File: config.mk
export PLATFORM = sky130hd
export DESIGN_NAME = csw_ctrl
export DESIGN_NICKNAME = d
export VERILOG_FILES = /design/src/rtl/csw_pkg.sv /design/src/rtl/csw_startup_timer.sv /design/src/rtl/csw_int_stab.sv /design/src/rtl/csw_handover.sv /design/src/rtl/csw_ctrl.sv
export SDC_FILE = /design/constraint.sdc
export NUM_CORES = 1
export LEC_CHECK = 0
export BUFFER_PORTS_ARGS = -buffer_cell sky130_fd_sc_hd__buf_4
export CAP_MARGIN = 15
export CORE_MARGIN = 2
export CORE_UTILIZATION = 50
export CTS_CLUSTER_SIZE = 10
export DETAILED_ROUTE_END_ITERATION = 16
export GPL_ROUTABILITY_DRIVEN = 0
export PLACE_DENSITY_LB_ADDON = 0.3
export SLEW_MARGIN = 20
export SYNTH_ARGS = -nofsm -noshare
export SYNTH_HDL_FRONTEND = slang
export SYNTH_SLANG_ARGS = --single-unit
File: constraint.sdc
create_clock -name clk -period 1.95 [get_ports clk]
set_clock_uncertainty 0.15 [all_clocks]
set_input_delay 0.195 -clock clk [delete_from_list [all_inputs] [get_ports clk]]
set_output_delay 0.195 -clock clk [all_outputs]
set_load 0.05 [all_outputs]
File: src/rtl/csw_pkg.sv
package csw_pkg;
    timeunit 1ns;
    timeprecision 1ps;

    localparam int NUM_SRC = 3;

    typedef enum logic [1:0] {
        SRC_LFRC = 2'd0,
        SRC_FAST = 2'd1,
        SRC_PRI  = 2'd2
    } src_e;

    typedef enum logic [1:0] {
        TM_COUNT = 2'd0,
        TM_LOCK  = 2'd1,
        TM_READY = 2'd2
    } tmr_e;

    typedef enum logic {
        HO_IDLE = 1'b0,
        HO_SYNC = 1'b1
    } ho_e;

    function automatic logic [NUM_SRC-1:0] src_onehot(src_e s);
        return NUM_SRC'(1) << s;
    endfunction
endpackage

File: src/rtl/csw_startup_timer.sv
module csw_startup_timer
    import csw_pkg::*;
#(
    parameter int OST_CYCLES     = 1024,
    parameter int PLL_LOCK_TICKS = 8
) (
    input  logic clk,
    input  logic rst,
    input  logic enable,
    input  logic pll_en,
    input  logic osc_tick,
    input  logic ref_tick,
    output logic ready
);
    timeunit 1ns;
    timeprecision 1ps;

    localparam int MAXC = (OST_CYCLES > PLL_LOCK_TICKS) ? OST_CYCLES : PLL_LOCK_TICKS;
    localparam int CW   = $clog2(MAXC + 1);

    tmr_e           st;
    logic [CW-1:0]  cnt;

    always_ff @(posedge clk) begin
        if (rst || !enable) begin
            st  <= TM_COUNT;
            cnt <= '0;
        end else begin
            case (st)
                TM_COUNT: if (osc_tick) begin
                    if (cnt == CW'(OST_CYCLES - 1)) begin
                        cnt <= '0;
                        st  <= pll_en ? TM_LOCK : TM_READY;
                    end else begin
                        cnt <= cnt + 1'b1;
                    end
                end
                TM_LOCK: if (ref_tick) begin
                    if (cnt == CW'(PLL_LOCK_TICKS - 1)) begin
                        cnt <= '0;
                        st  <= TM_READY;
                    end else begin
                        cnt <= cnt + 1'b1;
                    end
                end
                default: st <= TM_READY;
            endcase
        end
    end

    assign ready = (st == TM_READY);

    // readiness only exists while the primary path stayed enabled
    a_r5_ready_needs_enable: assert property (@(posedge clk) disable iff (rst)
        ready |-> $past(enable));

    // leaving the lock phase is always caused by a reference tick
    a_r6_lock_exit_on_ref: assert property (@(posedge clk) disable iff (rst)
        ($past(st) == TM_LOCK && st == TM_READY) |-> $past(ref_tick));
endmodule

File: src/rtl/csw_int_stab.sv
module csw_int_stab #(
    parameter int STAB_TICKS = 16
) (
    input  logic clk,
    input  logic rst,
    input  logic enable,
    input  logic osc_tick,
    output logic ok
);
    timeunit 1ns;
    timeprecision 1ps;

    localparam int CW = $clog2(STAB_TICKS + 1);

    logic [CW-1:0] cnt;

    always_ff @(posedge clk) begin
        if (rst || !enable) begin
            cnt <= '0;
            ok  <= 1'b0;
        end else if (!ok && osc_tick) begin
            if (cnt == CW'(STAB_TICKS - 1)) begin
                ok <= 1'b1;
            end else begin
                cnt <= cnt + 1'b1;
            end
        end
    end

    // stability is declared on an oscillator tick, never spontaneously
    a_r3_ok_on_tick: assert property (@(posedge clk) disable iff (rst)
        $rose(ok) |-> $past(osc_tick));
endmodule

File: src/rtl/csw_handover.sv
module csw_handover
    import csw_pkg::*;
#(
    parameter int SYNC_STAGES = 2
) (
    input  logic               clk,
    input  logic               rst,
    input  src_e               target,
    input  logic [NUM_SRC-1:0] src_tick,
    output src_e               cur,
    output src_e               nxt,
    output logic               busy,
    output logic [NUM_SRC-1:0] gate_en
);
    timeunit 1ns;
    timeprecision 1ps;

    ho_e                    st;
    logic [SYNC_STAGES-1:0] sync_q;

    always_ff @(posedge clk) begin
        if (rst) begin
            st      <= HO_IDLE;
            cur     <= SRC_LFRC;
            nxt     <= SRC_LFRC;
            gate_en <= src_onehot(SRC_LFRC);
            sync_q  <= '0;
        end else begin
            case (st)
                HO_IDLE: if (target != cur) begin
                    nxt     <= target;
                    gate_en <= '0;
                    sync_q  <= '0;
                    st      <= HO_SYNC;
                end
                default: begin
                    if (sync_q[SYNC_STAGES-1]) begin
                        cur     <= nxt;
                        gate_en <= src_onehot(nxt);
                        st      <= HO_IDLE;
                    end else if (src_tick[nxt]) begin
                        sync_q <= {sync_q[SYNC_STAGES-2:0], 1'b1};
                    end
                end
            endcase
        end
    end

    assign busy = (st == HO_SYNC);

    // never two gates open at once
    a_r9_gate_onehot0: assert property (@(posedge clk) disable iff (rst)
        $onehot0(gate_en));

    // every gate is closed while a switch is in flight
    a_r9_dark_during_switch: assert property (@(posedge clk) disable iff (rst)
        busy |-> (gate_en == '0));

    // the destination of a switch cannot move mid-flight
    a_r10_dest_held: assert property (@(posedge clk) disable iff (rst)
        (busy && $past(busy)) |-> $stable(nxt));
endmodule

File: src/rtl/csw_ctrl.sv
module csw_ctrl
    import csw_pkg::*;
#(
    parameter int FSEL_W         = 3,
    parameter int OST_CYCLES     = 1024,
    parameter int PLL_LOCK_TICKS = 8,
    parameter int INT_STAB_TICKS = 16,
    parameter int SYNC_STAGES    = 2
) (
    input  logic              clk,
    input  logic              rst,
    input  logic [1:0]        mode_sel,
    input  logic [FSEL_W-1:0] freq_sel,
    input  logic              int_src,
    input  logic              wdt_en,
    input  logic              fscm_en,
    input  logic              pll_en,
    input  logic              pri_tick,
    input  logic              fast_tick,
    input  logic              lfrc_tick,
    input  logic              ref_tick,
    output logic [1:0]        clk_sel,
    output logic [2:0]        gate_en,
    output logic              pri_osc_en,
    output logic              fast_osc_en,
    output logic              lfrc_en,
    output logic              int_stable,
    output logic              pri_ready
);
    timeunit 1ns;
    timeprecision 1ps;

    src_e               cur;
    src_e               nxt;
    src_e               target;
    logic               busy;
    logic               pri_rdy;
    logic               int_ok;
    logic               run_int;
    logic               fast_req;
    logic               fast_ok;
    logic [NUM_SRC-1:0] src_tick;
    logic [NUM_SRC-1:0] src_en;

    assign run_int  = (mode_sel != 2'b00);
    assign fast_req = (freq_sel != '0) || int_src;
    assign fast_ok  = fast_req && int_ok;

    // an oscillator runs if demanded, in use, or the destination of a switch
    assign fast_osc_en = fast_req || (cur == SRC_FAST) || (busy && nxt == SRC_FAST);
    assign pri_osc_en  = !run_int || (cur == SRC_PRI) || (busy && nxt == SRC_PRI);
    assign lfrc_en     = (cur != SRC_PRI) || wdt_en || fscm_en || (busy && nxt == SRC_LFRC);

    assign src_tick = {pri_tick, fast_tick, lfrc_tick};
    assign src_en   = {pri_osc_en, fast_osc_en, lfrc_en};

    always_comb begin
        if (run_int) begin
            target = fast_ok ? SRC_FAST : SRC_LFRC;
        end else if (pri_rdy) begin
            target = SRC_PRI;
        end else if (cur == SRC_FAST && !fast_ok) begin
            target = SRC_LFRC;
        end else begin
            target = cur;
        end
    end

    csw_startup_timer #(
        .OST_CYCLES    (OST_CYCLES),
        .PLL_LOCK_TICKS(PLL_LOCK_TICKS)
    ) u_timer (
        .clk     (clk),
        .rst     (rst),
        .enable  (!run_int),
        .pll_en  (pll_en),
        .osc_tick(pri_tick),
        .ref_tick(ref_tick),
        .ready   (pri_rdy)
    );

    csw_int_stab #(
        .STAB_TICKS(INT_STAB_TICKS)
    ) u_stab (
        .clk     (clk),
        .rst     (rst),
        .enable  (fast_osc_en),
        .osc_tick(fast_tick),
        .ok      (int_ok)
    );

    csw_handover #(
        .SYNC_STAGES(SYNC_STAGES)
    ) u_handover (
        .clk     (clk),
        .rst     (rst),
        .target  (target),
        .src_tick(src_tick),
        .cur     (cur),
        .nxt     (nxt),
        .busy    (busy),
        .gate_en (gate_en)
    );

    always_ff @(posedge clk) begin
        if (rst) begin
            int_stable <= 1'b0;
            pri_ready  <= 1'b0;
        end else begin
            int_stable <= fast_ok && (cur != SRC_PRI);
            pri_ready  <= (cur == SRC_PRI);
        end
    end

    assign clk_sel = cur;

    // the two status flags are mutually exclusive
    a_r7_flags_exclusive: assert property (@(posedge clk) disable iff (rst)
        !(int_stable && pri_ready));

    // in primary run the primary is only in use once the timer is done
    a_r5_pri_after_timer: assert property (@(posedge clk) disable iff (rst)
        (cur == SRC_PRI && !run_int) |-> pri_rdy);

    // with the primary in use, the RC stays on for watchdog or monitor
    a_r8_rc_kept: assert property (@(posedge clk) disable iff (rst)
        (pri_ready && (wdt_en || fscm_en)) |-> lfrc_en);

    // no fast request means no stable flag on the next cycle
    a_r2_flag_low_when_off: assert property (@(posedge clk) disable iff (rst)
        !fast_req |=> !int_stable);

    // an open gate always has its oscillator running
    for (genvar g = 0; g < NUM_SRC; g++) begin : g_gate_chk
        a_r9_gated_src_running: assert property (@(posedge clk) disable iff (rst)
            gate_en[g] |-> src_en[g]);
    end
endmodule

Word level (Yosys, flattened, before mapping):

Cells that the tools add are included.

* multipliers: 0
* reductions and logical operators: 35
* add/subtract/negate cells: 2
* multiplexer cells: 27
* div/mod/pow operators: 0
* equality and inequality tests: 18
* order comparisons: 1
* shift operators: 1
* bitwise gates (word level): 2

Operators with widths (number)
* $mux W11: 4
* $mux W2: 12
* $pmux W11 S2: 1
* $ne A2 B2 Y1 const B: 6
* $add A11 B1 Y11 const B: 1
* $eq A11 B10 Y1 const B: 1
* $eq A11 B3 Y1 const B: 1
* $logic_or A1 B1 Y1: 10
* $reduce_and A2 Y1: 5
* $mux W3: 3
* $logic_and A1 B1 Y1: 7
* $eq A2 B1 Y1 const B: 3
* $eq A2 B2 Y1 const B: 3
* $reduce_and A3 Y1: 2
* $reduce_bool A2 Y1: 3
* $add A5 B1 Y5 const B: 1
* $eq A5 B4 Y1 const B: 1
* $mux W1: 5
* $logic_not A1 Y1: 4
* $logic_not A2 Y1: 2
* $ne A2 B1 Y1 const B: 2
* $pmux W2 S2: 1
* $reduce_and A4 Y1: 1
* $lt A2 B3 Y1 const B: 1
* other kinds (5): 6

* register bits after elaboration: 31
* output and inout port bits: 10
* bits in latches: 0
* bits in read-only memories: 0
* memories kept: 0
* memory bits (writable): 0

Logic depth before layout (Yosys ltp):

Gate-level depths: netlist (run 1).

* depth after elaboration: 11
* depth in mapped cells: 7
* depth with buffers taken out: 7

Hierarchy:

Synthesis (run 1) repeated with hierarchy kept, for this count alone.

* cells, all modules: 173
* area, all modules: 1637.8 µm²

By module, submodules not included
* csw_startup_timer: cells each 78, instances 1, sequential area each 260.2 µm², area each 745.7 µm²
* csw_handover: cells each 48, instances 1, sequential area each 200.2 µm², area each 447.9 µm²
* csw_int_stab: cells each 28, instances 1, sequential area each 120.1 µm², area each 280.3 µm²
* csw_ctrl: cells each 19, instances 1, sequential area each 40.0 µm², area each 163.9 µm²

Worst setup path after synthesis (run 1):

No wires, ideal clock.

* kind: register to register
* start point: reg u_handover.cur[1]
* end point: reg u_stab.cnt[4]
* path slack: -23 ps
* period minus slack after synthesis: 1973 ps
* stages on the path, launching flop included: 5
* library setup time: 136 ps
* data arrival time: 1686 ps
* path through: dfxtp_1 > nand2b_1 > nand3_1 > nand2b_1 > a211oi_1

* word-level cells in the longest chain between the ends: 5

RTL lines
* start: declaration: line csw_handover.sv:10 `output src_e cur,`
* start signal: assignment: line csw_handover.sv:38 `cur <= nxt;`
* $eq A2 B1 Y1: line csw_ctrl.sv:50 `assign fast_osc_en = fast_req || (cur == SRC_FAST) || (busy && nxt == SRC_FAST);`
* $logic_or A1 B1 Y1 (2 in a row): line csw_ctrl.sv:50
* net fast_osc_en: line csw_ctrl.sv:25 `output logic fast_osc_en,`
* $logic_not A1 Y1: line csw_int_stab.sv:18 `if (rst || !enable) begin`
* $logic_or A1 B1 Y1: line csw_int_stab.sv:18
* end signal: assignment: line csw_int_stab.sv:25 `cnt <= cnt + 1'b1;`
* end: declaration: line csw_int_stab.sv:15 `logic [CW-1:0] cnt;`

The timed path passes the listed nets, and every way through them passes these cells.
A chain may end at the register's enable or synchronous reset.

Final worst setup path (run 1):

* start point: reg u_stab.cnt[0]
* end point: reg u_stab.cnt[3]

* word-level cells in the longest chain between the ends: 3
* elaborated cells between the ends (all ways): 4
* classes of those cells: add/sub (1); eq/ne (1); bitwise (1); reduce/logical (1)

RTL lines
* branches (longest 3 deep; another with $add A5 B1 Y5)

Parallel ways; which one is timed is not known.

==> flow_summary.html, run 1 <==
<table>
<tr><th>Metric</th><th>Value</th></tr>
<tr><th colspan="2">Status</th></tr>
<tr><td>Status</td><td>complete, no violations</td></tr>
<tr><th colspan="2">Clock tree</th></tr>
<tr><td>Max Root-Sink Buffers</td><td>2</td></tr>
<tr><td>Total number of clock tree sinks</td><td>31</td></tr>
<tr><td>Clock insertion delay at the later pin of the skew report</td><td>0.33 ns</td></tr>
<tr><td>Root Buffer Master</td><td>clkbuf_4</td></tr>
<tr><td>Clock slew seen by the registers of the worst setup and hold paths</td><td>0.09 ns</td></tr>
<tr><td>TritonCTS clock tree</td><td>yes</td></tr>
<tr><td>Maximum level of the CTS H-tree</td><td>2</td></tr>
<tr><td>CTS Buf Count</td><td>5</td></tr>
<tr><th colspan="2">Final layout</th></tr>
<tr><td>Post-route cell area</td><td>2010 um2</td></tr>
<tr><td>Layout Utilization</td><td>65.2%</td></tr>
<tr><td>Ratio of cells with drive above 1 in the final layout</td><td>26.7%</td></tr>
<tr><td>Final net count</td><td>238</td></tr>
<tr><td>Area of all sequential standard cells</td><td>626 um2</td></tr>
<tr><td>Number of fill cells</td><td>280</td></tr>
<tr><td>Area growth from synthesis to layout</td><td>22.2%</td></tr>
<tr><td>Count of antenna diodes in the layout</td><td>0</td></tr>
<tr><td>Total area of multi-input combinational cells</td><td>971 um2</td></tr>
<tr><th colspan="2">Drt</th></tr>
<tr><td>DRC violations left</td><td>0</td></tr>
<tr><td>Drt pass-1 iters</td><td>4</td></tr>
<tr><td>Number of violations reported at the end of detailed-routing iteration 0</td><td>89</td></tr>
<tr><td>Via count</td><td>1,524</td></tr>
<tr><td>Post-DRT Antenna Nets</td><td>0</td></tr>
<tr><td>Post-Route WL</td><td>3650 um</td></tr>
<tr><td>Average wire length per cell after detail routing</td><td>13.8 um</td></tr>
<tr><td>Average via count per standard cell</td><td>5.75</td></tr>
<tr><th colspan="2">Logic synthesis</th></tr>
<tr><td>Top_reg_cell synth</td><td>dfxtp_1</td></tr>
<tr><td>Share of synthesized flip-flops with an asynchronous set or reset</td><td>0%</td></tr>
<tr><td>Yosys warns</td><td>0</td></tr>
<tr><td>Share of synthesized area occupied by flip-flops and latches</td><td>37.8%</td></tr>
<tr><td>Number of distinct library cells after synthesis</td><td>51</td></tr>
<tr><td>Gate Count Post-Synth</td><td>184</td></tr>
<tr><td>Number of flip-flops and latches in the synthesized netlist</td><td>31</td></tr>
<tr><td>Average cell area after synthesis</td><td>8.93 um2</td></tr>
<tr><td>Cell area after synthesis</td><td>1640 um2</td></tr>
<tr><td>Net count after synthesis</td><td>202</td></tr>
<tr><td>Number of enable-type register cells in the synthesized netlist</td><td>0</td></tr>
<tr><th colspan="2">Placement</th></tr>
<tr><td>Half-perimeter wire length after detailed placement</td><td>2660 um</td></tr>
<tr><td>Port bufs</td><td>24</td></tr>
<tr><td>Area after DPL</td><td>1900 um2</td></tr>
<tr><th colspan="2">Setup path</th></tr>
<tr><td>Peak fanout along the critical path</td><td>6</td></tr>
<tr><td>Origin of the critical flop-to-flop path</td><td>u_stab.cnt[0]$_SDFFE_PP0P_</td></tr>
<tr><td>Critical Path End Type</td><td>flop</td></tr>
<tr><td>RR Endpoint</td><td>u_stab.cnt[3]$_SDFFE_PP0P_</td></tr>
<tr><td>Launch point of the worst path</td><td>u_stab.cnt[0]$_SDFFE_PP0P_</td></tr>
<tr><td>Arrival time worst endpoint</td><td>1.93 ns</td></tr>
<tr><td>Setup slack of the most critical reg-to-reg path</td><td>0.09 ns</td></tr>
<tr><td>Worst endpoint required time</td><td>2.02 ns</td></tr>
<tr><td>Startpoint Class</td><td>flop</td></tr>
<tr><td>Number of cells on the worst reg-to-reg path</td><td>7</td></tr>
<tr><td>Setup CP Type</td><td>reg -&gt; reg</td></tr>
<tr><th colspan="2">Die</th></tr>
<tr><td>Initial Utilization</td><td>53.4%</td></tr>
<tr><td>Std cell rows</td><td>20</td></tr>
<tr><td>Die width</td><td>61.3 um</td></tr>
<tr><td>Core area</td><td>3080 um2</td></tr>
<tr><td>Die span in y</td><td>61.3 um</td></tr>
<tr><td>Count of pins on the block boundary</td><td>25</td></tr>
<tr><td>Die ar.</td><td>3760 um2</td></tr>
<tr><th colspan="2">Global routing</th></tr>
<tr><td>Wire length of the first global-routing pass</td><td>6130 um</td></tr>
<tr><td>Antenna violations before repair</td><td>0</td></tr>
<tr><td>Number of global-route vias before repair</td><td>1,454</td></tr>
<tr><td>Global router's overall resource usage</td><td>22.1%</td></tr>
<tr><td>Grt ovf</td><td>0</td></tr>
<tr><td>Largest net degree at the start of global routing</td><td>22</td></tr>
<tr><th colspan="2">Power and ir drop</th></tr>
<tr><td>Power density cells</td><td>544 nW/um2</td></tr>
<tr><td>IR Drop Worst-Case VDD</td><td>0.000514 V</td></tr>
<tr><td>Static power due to leakage</td><td>0.717 nW</td></tr>
<tr><th colspan="2">STA</th></tr>
<tr><td>Maximum clock frequency</td><td>539 MHz</td></tr>
<tr><td>Final Hold Viols</td><td>0</td></tr>
<tr><td>Number of setup violations in the final report</td><td>0</td></tr>
<tr><td>Fin crit period</td><td>1.86 ns</td></tr>
<tr><td>Worst slew margin relative to its limit</td><td>70.8%</td></tr>
<tr><td>Worst-margin pin slew</td><td>0.432 ns</td></tr>
<tr><td>Unrepaired setup endpoints after global routing</td><td>yes</td></tr>
<tr><td>Period Utilization, post-route</td><td>95.2%</td></tr>
<tr><td>Slew Limit Fails</td><td>0</td></tr>
<tr><th colspan="2">Min path</th></tr>
<tr><td>Worst Hold Endpoint</td><td>u_handover.cur[0]$_SDFFE_PP0P_</td></tr>
<tr><td>Min-Delay Path Depth</td><td>2</td></tr>
<tr><td>Min-delay src</td><td>rst</td></tr>
<tr><td>Tightest Hold Check Type</td><td>in -&gt; reg</td></tr>
<tr><th colspan="2">Flow run</th></tr>
<tr><td>Maximum Capacitance Violations</td><td>0</td></tr>
</table>
## layout make-up
cell class / count / area share [%]
Clock buffer: 7 / 2.24
Multi-Input combinational cell: 139 / 48.3
Sequential cell: 31 / 31.2
Timing Repair Buffer: 38 / 14.3
Clock inverter: 1 / 0.249
Inverter: 5 / 0.935
Tap cell: 44 / 2.74
## routing by layer
| layer | up-vias | wire [um] | track usage [%] |
|---|---|---|---|
| li1 | 754 | - | - |
| met1 | 731 | 1530 | 25.2 |
| met2 | 34 | 1880 | 38.9 |
| met3 | 5 | 218 | 6.93 |
| met4 | 0 | 29 | 7.14 |
| met5 | - | 0 | 0 |
## worst max path at each step
stage	to	cells after the start	slack, ns
floorplan	u_stab.cnt[4]$_SDFFE_PP0P_	4	0.13
global placement	u_stab.cnt[3]$_SDFFE_PP0P_	7	0.10
detailed placement	u_stab.cnt[3]$_SDFFE_PP0P_	7	-0.05
CTS	u_stab.cnt[3]$_SDFFE_PP0P_	7	0.01
global route	u_stab.cnt[3]$_SDFFE_PP0P_	7	-0.01
finish	u_stab.cnt[3]$_SDFFE_PP0P_	7	0.09
## synthesized netlist by cell type (2+ instances only)
| master | instances | share of area [%] |
|---|---|---|
| o31ai_1 | 3 | 1.4 |
| ha_1 | 3 | 2.3 |
| a21oi_1 | 9 | 2.7 |
| nand4b_1 | 2 | 1.1 |
| nor2_1 | 16 | 3.7 |
| and2_1 | 2 | 0.76 |
| o21a_1 | 2 | 0.91 |
| or3_1 | 2 | 0.76 |
| nor2b_1 | 2 | 0.76 |
| clkbuf_1 | 7 | 1.6 |
| nand2b_1 | 10 | 3.8 |
| nand3b_1 | 4 | 1.8 |
| and3_1 | 2 | 0.76 |
| nand4_1 | 6 | 2.3 |
| nor3b_1 | 3 | 1.4 |
| nand2_1 | 9 | 2.1 |
| or4_1 | 3 | 1.4 |
| o32ai_1 | 2 | 1.1 |
| inv_1 | 5 | 1.1 |
| nand3_1 | 9 | 2.7 |
| nor4_1 | 4 | 1.5 |
| xor2_1 | 4 | 2.1 |
| mux2i_1 | 5 | 3.0 |
| o221ai_1 | 3 | 1.6 |
| xnor2_1 | 5 | 2.7 |
| o21ai_0 | 6 | 1.8 |
| dfxtp_1 | 31 | 38 |
| or3b_2 | 2 | 1.1 |
## critical path, stage by stage (launching register included)
cell	delay (ns)
dfxtp_2	0.34
ha_1	0.20
and3_1	0.19
ha_2	0.19
nor3b_4	0.29
nand4_1	0.16
xor2_1	0.18
nor2_1	0.05
## timing repair
action	in CTS	in global routing
endpoints found under the setup margin	1	11
endpoints found under the hold margin	1	0
pin swaps	0	4
buffers inserted	0	4
hold buffers	1	0
gates resized for setup	1	5
## kinds of logic after synthesis
group	Yosys count	synth area share, %
and+or+nand+nor	87	32.4
adders and majority gates	3	2.29
AOI/OAI and AO/OA	35	16.0
DFF	31	37.8
xor gates and xnor gates	9	4.80
buffers and inverters	14	3.73
muxes	5	3.05
## stage by stage
step / TNS, ns / setup slack [ns] / total power [mW] / hold slack [ns] / instances
floorplan: 0 / 0.135 / 0.703 / 0.186 / 184
global placement: 0 / 0.100 / 0.739 / 0.302 / 252
detailed placement: -0.0492 / -0.0492 / 0.745 / 0.319 / 252
CTS: 0 / 0.0109 / 1.10 / 0.00849 / 261
global route: -0.0139 / -0.0139 / 1.15 / 0.0132 / 265
finish: 0 / 0.0937 / 1.09 / 0.0170 / 265
## where the power goes
group | leakage [nW] | internal, mW | switching [mW]
clock network | 0.0293 | 0.140 | 0.211
logic | 0.436 | 0.0497 | 0.0466
registers | 0.252 | 0.640 | 0.00486
## placed cells by master (no fill, tap or decap), types with 4 or more instances in the layout
cell	count
buf_4	37
dfxtp_1	27
nor2_1	16
nand2b_1	10
nand3_1	9
nand2_1	9
a21oi_1	9
o21ai_0	6
nand4_1	6
inv_1	5
mux2i_1	5
xnor2_1	5
clkbuf_4	5
nand3b_1	4
nor4_1	4
xor2_1	4
dfxtp_2	4
## registers in the layout (all words and copies together), names as in the netlist
name,flops
u_handover.cur,2
u_handover.sync_q,2
u_timer.cnt,11
int_stable,1
u_stab.cnt,5
pri_ready,1
u_handover.busy,1
u_timer.st,2
u_handover.nxt,2
u_handover.gate_en,3
u_stab.ok,1
Note: power is estimated with default switching activity, not from simulation.
==> run 2, diff against run 1 <==
--- a/config.mk
+++ b/config.mk
@@ -5,12 +5,12 @@
 export SDC_FILE = /design/constraint.sdc
 export NUM_CORES = 1
 export LEC_CHECK = 0
-export BUFFER_PORTS_ARGS = -buffer_cell sky130_fd_sc_hd__buf_4
 export CAP_MARGIN = 15
 export CORE_MARGIN = 2
-export CORE_UTILIZATION = 50
+export CORE_UTILIZATION = 54
 export CTS_CLUSTER_SIZE = 10
 export DETAILED_ROUTE_END_ITERATION = 16
+export DONT_BUFFER_PORTS = 1
 export GPL_ROUTABILITY_DRIVEN = 0
 export PLACE_DENSITY_LB_ADDON = 0.3
 export SLEW_MARGIN = 20
==> flow_summary.html, run 2 (same netlist as run 1, synthesis figures left out) <==
<table>
<tr><th>Metric</th><th>Value</th></tr>
<tr><th colspan="2">Clock tree</th></tr>
<tr><td>Clock insertion delay at the later pin of the skew report</td><td>0.35 ns</td></tr>
<tr><td>TritonCTS clock tree</td><td>yes</td></tr>
<tr><td>CTS Buf Count</td><td>5</td></tr>
<tr><td>Root Buffer Master</td><td>clkbuf_4</td></tr>
<tr><td>Max Root-Sink Buffers</td><td>2</td></tr>
<tr><td>Maximum level of the CTS H-tree</td><td>2</td></tr>
<tr><td>Clock slew seen by the registers of the worst setup and hold paths</td><td>0.11 ns</td></tr>
<tr><td>Total number of clock tree sinks</td><td>31</td></tr>
<tr><th colspan="2">Die</th></tr>
<tr><td>Core area</td><td>2980 um2</td></tr>
<tr><td>Die width</td><td>59.2 um</td></tr>
<tr><td>Die ar.</td><td>3500 um2</td></tr>
<tr><td>Initial Utilization</td><td>55.2%</td></tr>
<tr><td>Count of pins on the block boundary</td><td>25</td></tr>
<tr><td>Std cell rows</td><td>20</td></tr>
<tr><td>Die span in y</td><td>59.2 um</td></tr>
<tr><th colspan="2">STA</th></tr>
<tr><td>Final Hold Viols</td><td>0</td></tr>
<tr><td>Fin crit period</td><td>1.85 ns</td></tr>
<tr><td>Worst-margin pin slew</td><td>0.585 ns</td></tr>
<tr><td>Maximum clock frequency</td><td>540 MHz</td></tr>
<tr><td>Number of setup violations in the final report</td><td>0</td></tr>
<tr><td>Worst slew margin relative to its limit</td><td>60.9%</td></tr>
<tr><td>Crit path setup slack, layout</td><td>0.0992 ns</td></tr>
<tr><td>Period Utilization, post-route</td><td>94.9%</td></tr>
<tr><td>Slew Limit Fails</td><td>0</td></tr>
<tr><th colspan="2">Setup path</th></tr>
<tr><td>Dominant delay contributor by cell family on the critical path</td><td>simple AND/OR/NAND/NOR gates</td></tr>
<tr><td>Worst Path Buf+Inv</td><td>1</td></tr>
<tr><td>Critical-path cell with the highest stage delay</td><td>or4_1</td></tr>
<tr><td>Critical path, cell by cell</td><td>nand2b_4 &gt; or4_1 &gt; buf_4</td></tr>
<tr><td>Setup CP Type</td><td>reg -&gt; out</td></tr>
<tr><td>Peak fanout along the critical path</td><td>7</td></tr>
<tr><td>Delay of the slowest cell on the worst path</td><td>0.39 ns</td></tr>
<tr><td>Arrival time worst endpoint</td><td>1.51 ns</td></tr>
<tr><td>Startpoint Class</td><td>flop</td></tr>
<tr><td>Worst endpoint required time</td><td>1.60 ns</td></tr>
<tr><td>Critical Path End Type</td><td>output pin</td></tr>
<tr><th colspan="2">Flow run</th></tr>
<tr><td>Maximum Capacitance Violations</td><td>0</td></tr>
<tr><th colspan="2">Drt</th></tr>
<tr><td>Via count</td><td>1,466</td></tr>
<tr><td>DRC violations left</td><td>0</td></tr>
<tr><td>Number of violations reported at the end of detailed-routing iteration 0</td><td>76</td></tr>
<tr><td>Post-DRT Antenna Nets</td><td>0</td></tr>
<tr><td>Post-Route WL</td><td>3680 um</td></tr>
<tr><td>Average via count per standard cell</td><td>6.08</td></tr>
<tr><td>Average wire length per cell after detail routing</td><td>15.3 um</td></tr>
<tr><td>Drt pass-1 iters</td><td>4</td></tr>
<tr><th colspan="2">Final layout</th></tr>
<tr><td>Area growth from synthesis to layout</td><td>16.9%</td></tr>
<tr><td>Number of non-filler instances in the completed layout</td><td>241</td></tr>
<tr><td>Regs by FF count</td><td>u_timer.cnt x11, u_stab.cnt x5, u_handover.gate_en x3</td></tr>
<tr><td>Ratio of cells with drive above 1 in the final layout</td><td>21.2%</td></tr>
<tr><td>Final net count</td><td>225</td></tr>
<tr><td>Largest Register</td><td>u_timer.cnt</td></tr>
<tr><td>Top library cells by usage in the layout, fill and taps aside</td><td>dfxtp_1, buf_4, nor2_1</td></tr>
<tr><td>Count of antenna diodes in the layout</td><td>0</td></tr>
<tr><td>Number of flip-flops in the largest register</td><td>11</td></tr>
<tr><td>Most common cell after layout, fill and taps aside</td><td>dfxtp_1</td></tr>
<tr><th colspan="2">Global routing</th></tr>
<tr><td>Grt ovf</td><td>0</td></tr>
<tr><td>Antenna violations before repair</td><td>0</td></tr>
<tr><td>Number of global-route vias before repair</td><td>1,430</td></tr>
<tr><td>Largest net degree at the start of global routing</td><td>20</td></tr>
<tr><td>Global router's overall resource usage</td><td>24.4%</td></tr>
<tr><td>Wire length of the first global-routing pass</td><td>6290 um</td></tr>
<tr><th colspan="2">Min path</th></tr>
<tr><td>Tightest Hold Check Type</td><td>in -&gt; reg</td></tr>
<tr><th colspan="2">Power and ir drop</th></tr>
<tr><td>Power dissipated by switching net loads</td><td>278 uW</td></tr>
<tr><td>Share of total power consumed by net switching</td><td>25.6%</td></tr>
<tr><td>Part of the total power dissipated in sequential elements</td><td>59.5%</td></tr>
<tr><td>Clock network fraction of design power</td><td>34.0%</td></tr>
<tr><td>IR Drop Worst-Case VDD</td><td>0.000409 V</td></tr>
<tr><td>Internal power</td><td>806 uW</td></tr>
<tr><td>Fraction of power consumed by combinational cells</td><td>6.5%</td></tr>
<tr><td>Static power due to leakage</td><td>0.663 nW</td></tr>
<tr><td>Power density cells</td><td>565 nW/um2</td></tr>
<tr><th colspan="2">Placement</th></tr>
<tr><td>Half-perimeter wire length after detailed placement</td><td>2600 um</td></tr>
<tr><td>Port bufs</td><td>0</td></tr>
<tr><td>Placement Setup Slack</td><td>-0.0360 ns</td></tr>
<tr><td>Number of instances in the placed design</td><td>226</td></tr>
<tr><th colspan="2">Status</th></tr>
<tr><td>Status</td><td>complete, no violations</td></tr>
</table>
## run 2: cell types whose count changed in the layout (fill, tap and decap cells not counted), sizes merged
cell and delta:
dlygate4sd3 +2, clkbuf -2, clkinv +2, buf -15
## run 2: routing by layer
layer  global-route usage, %  share of wire (%)  wire, um
met5                       0                  0         0
met4                    12.3                2.8       102
met3                    6.99                4.7       174
met2                    38.7                 49      1790
met1                    29.9                 44      1610
## run 2: worst paths after layout
| kind | startpoint | endpoint | slack [ns] | cells past startpoint |
|---|---|---|---|---|
| setup / recovery | u_handover.cur[0]$_SDFFE_PP0P_ | lfrc_en | 0.1 | 3 |
| hold / removal | ref_tick | u_timer.st[0]$_SDFFE_PP0P_ | 0.004 | 2 |
| setup reg to reg | u_stab.cnt[0]$_SDFFE_PP0P_ | u_stab.cnt[1]$_SDFFE_PP0P_ | 0.1 | 7 |
| hold reg to reg | u_handover.sync_q[0]$_SDFFE_PP0P_ | u_handover.sync_q[1]$_SDFFE_PP0P_ | 0.34 | 2 |
## run 2: power by group through the flow
| stage | clock (mW) | sequential [mW] | combinational (mW) |
|---|---|---|---|
| global route | 0.412 | 0.646 | 0.0777 |
| finish | 0.369 | 0.645 | 0.0703 |
| global placement | 0 | 0.658 | 0.0496 |
| CTS | 0.383 | 0.645 | 0.0635 |
| floorplan | 0 | 0.658 | 0.0448 |
| detailed placement | 0 | 0.659 | 0.0523 |
## run 2: layout make-up
class	count	area [um2]
clock buffer	5	37.5
clock inverter	3	15.0
fill	262	1060
inverter	5	18.8
multi-input combinational	139	977
sequential	31	623
tap	33	41.3
timing repair buffer	25	208
## run 2: repair_timing
| action | 4_1_cts | 5_1_grt |
|---|---|---|
| hold buffers | 3 | 0 |
| buffers inserted | 0 | 4 |
| setup endpoints to repair | 1 | 13 |
| resized for setup | 1 | 3 |
| endpoints found under the hold margin | 14 | 0 |
| pin swaps | 0 | 5 |
## run 2: per-stage QoR
stage / area (um2) / hold slack [ns] / util [%] / TNS (ns) / power, mW
finish: 1920 / 0.00376 / 64.5 / 0 / 1.08
global route: 1920 / -0.000398 / 64.5 / -0.0138 / 1.14
CTS: 1870 / 0.000375 / 62.7 / 0 / 1.09
detailed placement: 1780 / 0.114 / 59.7 / -0.0360 / 0.711
global placement: 1780 / 0.110 / 59.7 / 0 / 0.708
floorplan: 1640 / 0.186 / - / 0 / 0.703
==> run 3, diff against run 2 <==
--- a/config.mk
+++ b/config.mk
@@ -12,8 +12,11 @@
 export DETAILED_ROUTE_END_ITERATION = 16
 export DONT_BUFFER_PORTS = 1
 export GPL_ROUTABILITY_DRIVEN = 0
+export GPL_TIMING_DRIVEN = 0
 export PLACE_DENSITY_LB_ADDON = 0.3
+export REMOVE_ABC_BUFFERS = 1
 export SLEW_MARGIN = 20
 export SYNTH_ARGS = -nofsm -noshare
 export SYNTH_HDL_FRONTEND = slang
+export SYNTH_HIERARCHICAL = 1
 export SYNTH_SLANG_ARGS = --single-unit
==> flow_summary.html, run 3 <==
<table>
<tr><th>Metric</th><th>Value</th></tr>
<tr><th colspan="2">Status</th></tr>
<tr><td>Status</td><td>complete, no violations</td></tr>
<tr><th colspan="2">Global routing</th></tr>
<tr><td>Global router's overall resource usage</td><td>22.5%</td></tr>
<tr><td>Number of global-route vias before repair</td><td>1,284</td></tr>
<tr><td>Largest net degree at the start of global routing</td><td>18</td></tr>
<tr><td>Wire length of the first global-routing pass</td><td>5780 um</td></tr>
<tr><td>Grt ovf</td><td>0</td></tr>
<tr><td>Antenna violations before repair</td><td>0</td></tr>
<tr><th colspan="2">Power and ir drop</th></tr>
<tr><td>Power after layout</td><td>1.14 mW</td></tr>
<tr><td>Power density cells</td><td>593 nW/um2</td></tr>
<tr><td>Part of the total power dissipated in sequential elements</td><td>55.9%</td></tr>
<tr><td>Power dissipated by switching net loads</td><td>261 uW</td></tr>
<tr><td>Fraction of power consumed by combinational cells</td><td>6.5%</td></tr>
<tr><td>IR Drop Worst-Case VDD</td><td>0.000480 V</td></tr>
<tr><td>Static power due to leakage</td><td>0.684 nW</td></tr>
<tr><td>Share of total power consumed by net switching</td><td>22.9%</td></tr>
<tr><td>Clock network fraction of design power</td><td>37.6%</td></tr>
<tr><td>Internal power</td><td>879 uW</td></tr>
<tr><th colspan="2">Clock tree</th></tr>
<tr><td>Clock slew seen by the registers of the worst setup and hold paths</td><td>0.09 ns</td></tr>
<tr><td>Maximum level of the CTS H-tree</td><td>2</td></tr>
<tr><td>CTS Buf Count</td><td>5</td></tr>
<tr><td>Max Root-Sink Buffers</td><td>2</td></tr>
<tr><td>Clock insertion delay at the later pin of the skew report</td><td>0.34 ns</td></tr>
<tr><td>Root Buffer Master</td><td>clkbuf_4</td></tr>
<tr><td>Total number of clock tree sinks</td><td>31</td></tr>
<tr><td>TritonCTS clock tree</td><td>yes</td></tr>
<tr><th colspan="2">STA</th></tr>
<tr><td>Worst-margin pin slew</td><td>0.670 ns</td></tr>
<tr><td>Fin crit period</td><td>1.90 ns</td></tr>
<tr><td>Maximum clock frequency</td><td>526 MHz</td></tr>
<tr><td>Unrepaired setup endpoints after global routing</td><td>yes</td></tr>
<tr><td>Number of setup violations in the final report</td><td>0</td></tr>
<tr><td>Setup TNS Final</td><td>0 ns</td></tr>
<tr><td>Period Utilization, post-route</td><td>97.5%</td></tr>
<tr><td>Slew Limit Fails</td><td>0</td></tr>
<tr><td>Worst slew margin relative to its limit</td><td>55.2%</td></tr>
<tr><td>Crit path setup slack, layout</td><td>0.0492 ns</td></tr>
<tr><td>Final worst hold slack</td><td>0.0534 ns</td></tr>
<tr><td>Final Hold Viols</td><td>0</td></tr>
<tr><th colspan="2">Final layout</th></tr>
<tr><td>Layout Utilization</td><td>67.9%</td></tr>
<tr><td>Final net count</td><td>208</td></tr>
<tr><td>Top library cells by usage in the layout, fill and taps aside</td><td>dfxtp_1, nor2_1, nand2b_1</td></tr>
<tr><td>Number of non-filler instances in the completed layout</td><td>222</td></tr>
<tr><td>Regs by FF count</td><td>u_timer/cnt x11, u_stab/cnt x5, u_handover/gate_en x3</td></tr>
<tr><td>Ratio of cells with drive above 1 in the final layout</td><td>23.6%</td></tr>
<tr><td>Count of antenna diodes in the layout</td><td>0</td></tr>
<tr><td>Most common cell after layout, fill and taps aside</td><td>dfxtp_1</td></tr>
<tr><td>Largest Register</td><td>u_timer/cnt</td></tr>
<tr><td>Number of flip-flops in the largest register</td><td>11</td></tr>
<tr><td>Post-route cell area</td><td>1920 um2</td></tr>
<tr><td>Area growth from synthesis to layout</td><td>17.3%</td></tr>
<tr><td>Number of fill cells</td><td>218</td></tr>
<tr><td>Total area of multi-input combinational cells</td><td>1040 um2</td></tr>
<tr><td>Area of all sequential standard cells</td><td>642 um2</td></tr>
<tr><th colspan="2">Drt</th></tr>
<tr><td>Via count</td><td>1,341</td></tr>
<tr><td>Average via count per standard cell</td><td>6.04</td></tr>
<tr><td>Number of violations reported at the end of detailed-routing iteration 0</td><td>43</td></tr>
<tr><td>Drt pass-1 iters</td><td>4</td></tr>
<tr><td>Post-Route WL</td><td>3550 um</td></tr>
<tr><td>Post-DRT Antenna Nets</td><td>0</td></tr>
<tr><td>Average wire length per cell after detail routing</td><td>16.0 um</td></tr>
<tr><td>DRC violations left</td><td>0</td></tr>
<tr><th colspan="2">Flow run</th></tr>
<tr><td>Maximum Capacitance Violations</td><td>0</td></tr>
<tr><th colspan="2">Die</th></tr>
<tr><td>Die span in y</td><td>59.1 um</td></tr>
<tr><td>Core area</td><td>2830 um2</td></tr>
<tr><td>Count of pins on the block boundary</td><td>25</td></tr>
<tr><td>Initial Utilization</td><td>57.9%</td></tr>
<tr><td>Die width</td><td>59.1 um</td></tr>
<tr><td>Die ar.</td><td>3490 um2</td></tr>
<tr><td>Std cell rows</td><td>19</td></tr>
<tr><th colspan="2">Placement</th></tr>
<tr><td>Port bufs</td><td>0</td></tr>
<tr><td>Number of instances in the placed design</td><td>203</td></tr>
<tr><td>Placement Setup Slack</td><td>-0.554 ns</td></tr>
<tr><td>Half-perimeter wire length after detailed placement</td><td>2500 um</td></tr>
<tr><td>Area after DPL</td><td>1680 um2</td></tr>
<tr><th colspan="2">Logic synthesis</th></tr>
<tr><td>Share of synthesized area occupied by flip-flops and latches</td><td>37.9%</td></tr>
<tr><td>Top cell type's share of synthesized area</td><td>37.9%</td></tr>
<tr><td>Top_reg_cell synth</td><td>dfxtp_1</td></tr>
<tr><td>Top post-synthesis cells by count</td><td>dfxtp_1, nor2_1, nand2b_1</td></tr>
<tr><td>Number of flip-flops and latches in the synthesized netlist</td><td>31</td></tr>
<tr><td>Synth area leaders</td><td>dfxtp_1, xnor2_1, nor2_1</td></tr>
<tr><td>Yosys warns</td><td>6</td></tr>
<tr><td>Cell type contributing the most total cell area after synthesis</td><td>dfxtp_1</td></tr>
<tr><td>Number of enable-type register cells in the synthesized netlist</td><td>0</td></tr>
<tr><td>Average cell area after synthesis</td><td>9.47 um2</td></tr>
<tr><td>Share of synthesized flip-flops with an asynchronous set or reset</td><td>0%</td></tr>
<tr><td>Gate Count Post-Synth</td><td>173</td></tr>
<tr><td>Most frequent cell after synthesis</td><td>dfxtp_1</td></tr>
<tr><td>Number of distinct library cells after synthesis</td><td>52</td></tr>
<tr><td>Cell area after synthesis</td><td>1640 um2</td></tr>
<tr><th colspan="2">Setup path</th></tr>
<tr><td>Worst endpoint required time</td><td>2.07 ns</td></tr>
<tr><td>Critical Path End Type</td><td>flop</td></tr>
<tr><td>Setup slack of the most critical reg-to-reg path</td><td>0.05 ns</td></tr>
<tr><td>Arrival time worst endpoint</td><td>2.02 ns</td></tr>
<tr><td>Startpoint Class</td><td>flop</td></tr>
<tr><td>Setup CP Type</td><td>reg -&gt; reg</td></tr>
<tr><td>Peak fanout along the critical path</td><td>7</td></tr>
<tr><th colspan="2">Min path</th></tr>
<tr><td>Tightest Hold Check Type</td><td>in -&gt; reg</td></tr>
</table>
## run 3: cell types whose count changed after synthesis, sizes merged, moves of 4 or more
cell    change
clkbuf      -6
nor2        +4
nor4        -4
nand3       -4
xnor2       +4
## run 3: final cells by class
cell class / instances / area share (%)
sequential: 31 / 33.4
clock buffer: 8 / 3.58
timing repair buffer: 12 / 5.66
inverter: 7 / 1.37
tap: 31 / 2.02
multi-input combinational: 133 / 54.0
## run 3: path summary, 6_finish.rpt
| check | startpoint | end | cells after the start |
|---|---|---|---|
| max | u_handover/cur[1]$_SDFFE_PP0P_ | u_handover/nxt[0]$_SDFFE_PP0P_ | 6 |
| min | pri_tick | u_handover/sync_q[1]$_SDFFE_PP0P_ | 3 |
| max reg2reg | u_handover/cur[1]$_SDFFE_PP0P_ | u_handover/nxt[0]$_SDFFE_PP0P_ | 6 |
| min reg2reg | u_timer/cnt[10]$_SDFFE_PP0P_ | u_timer/cnt[10]$_SDFFE_PP0P_ | 2 |
## run 3: cell families after synthesis
| group | Yosys count | share of synthesized area (%) |
|---|---|---|
| AO/OA/AOI/OAI | 28 | 13.2 |
| XOR/XNOR | 12 | 6.42 |
| adder cells (fa/ha/maj) | 3 | 2.29 |
| buffers and inverters | 9 | 2.29 |
| flip-flops | 31 | 37.9 |
| multiplexers | 7 | 4.66 |
| AND/OR/NAND/NOR | 83 | 33.2 |
## run 3: power groups by stage
stage / Clock (mW) / Sequential (mW) / Combinational (mW)
6_report: 0.429 / 0.638 / 0.0737
5_1_grt: 0.464 / 0.639 / 0.0815
3_5_place_dp: 0 / 0.660 / 0.0577
4_1_cts: 0.434 / 0.642 / 0.0692
2_1_floorplan: 0 / 0.658 / 0.0469
3_3_place_gp: 0 / 0.659 / 0.0524
## run 3: worst max-delay path, stage by stage, from the launching register on
cell     delay [ns]
dfxtp_4        0.49
or3b_4         0.41
a22oi_2        0.20
xnor2_2        0.10
a21oi_2        0.17
buf_6          0.14
mux2i_1        0.16
## run 3: per-layer routing
metal  GRT usage [%]  vias to the layer above  wire [um]
met4            7.79                        0         44
met1            26.2                      634       1530
li1                -                      667          -
met3            8.30                        6        200
met2            37.9                       34       1780
met5               0                        -          0
## run 3: what timing repair did
item,in CTS,in global routing
resized for setup,11,14
setup endpoints to repair,16,11
pin swaps,3,5
hold buffers,5,2
setup buffers,3,1
endpoints found under the hold margin,14,6
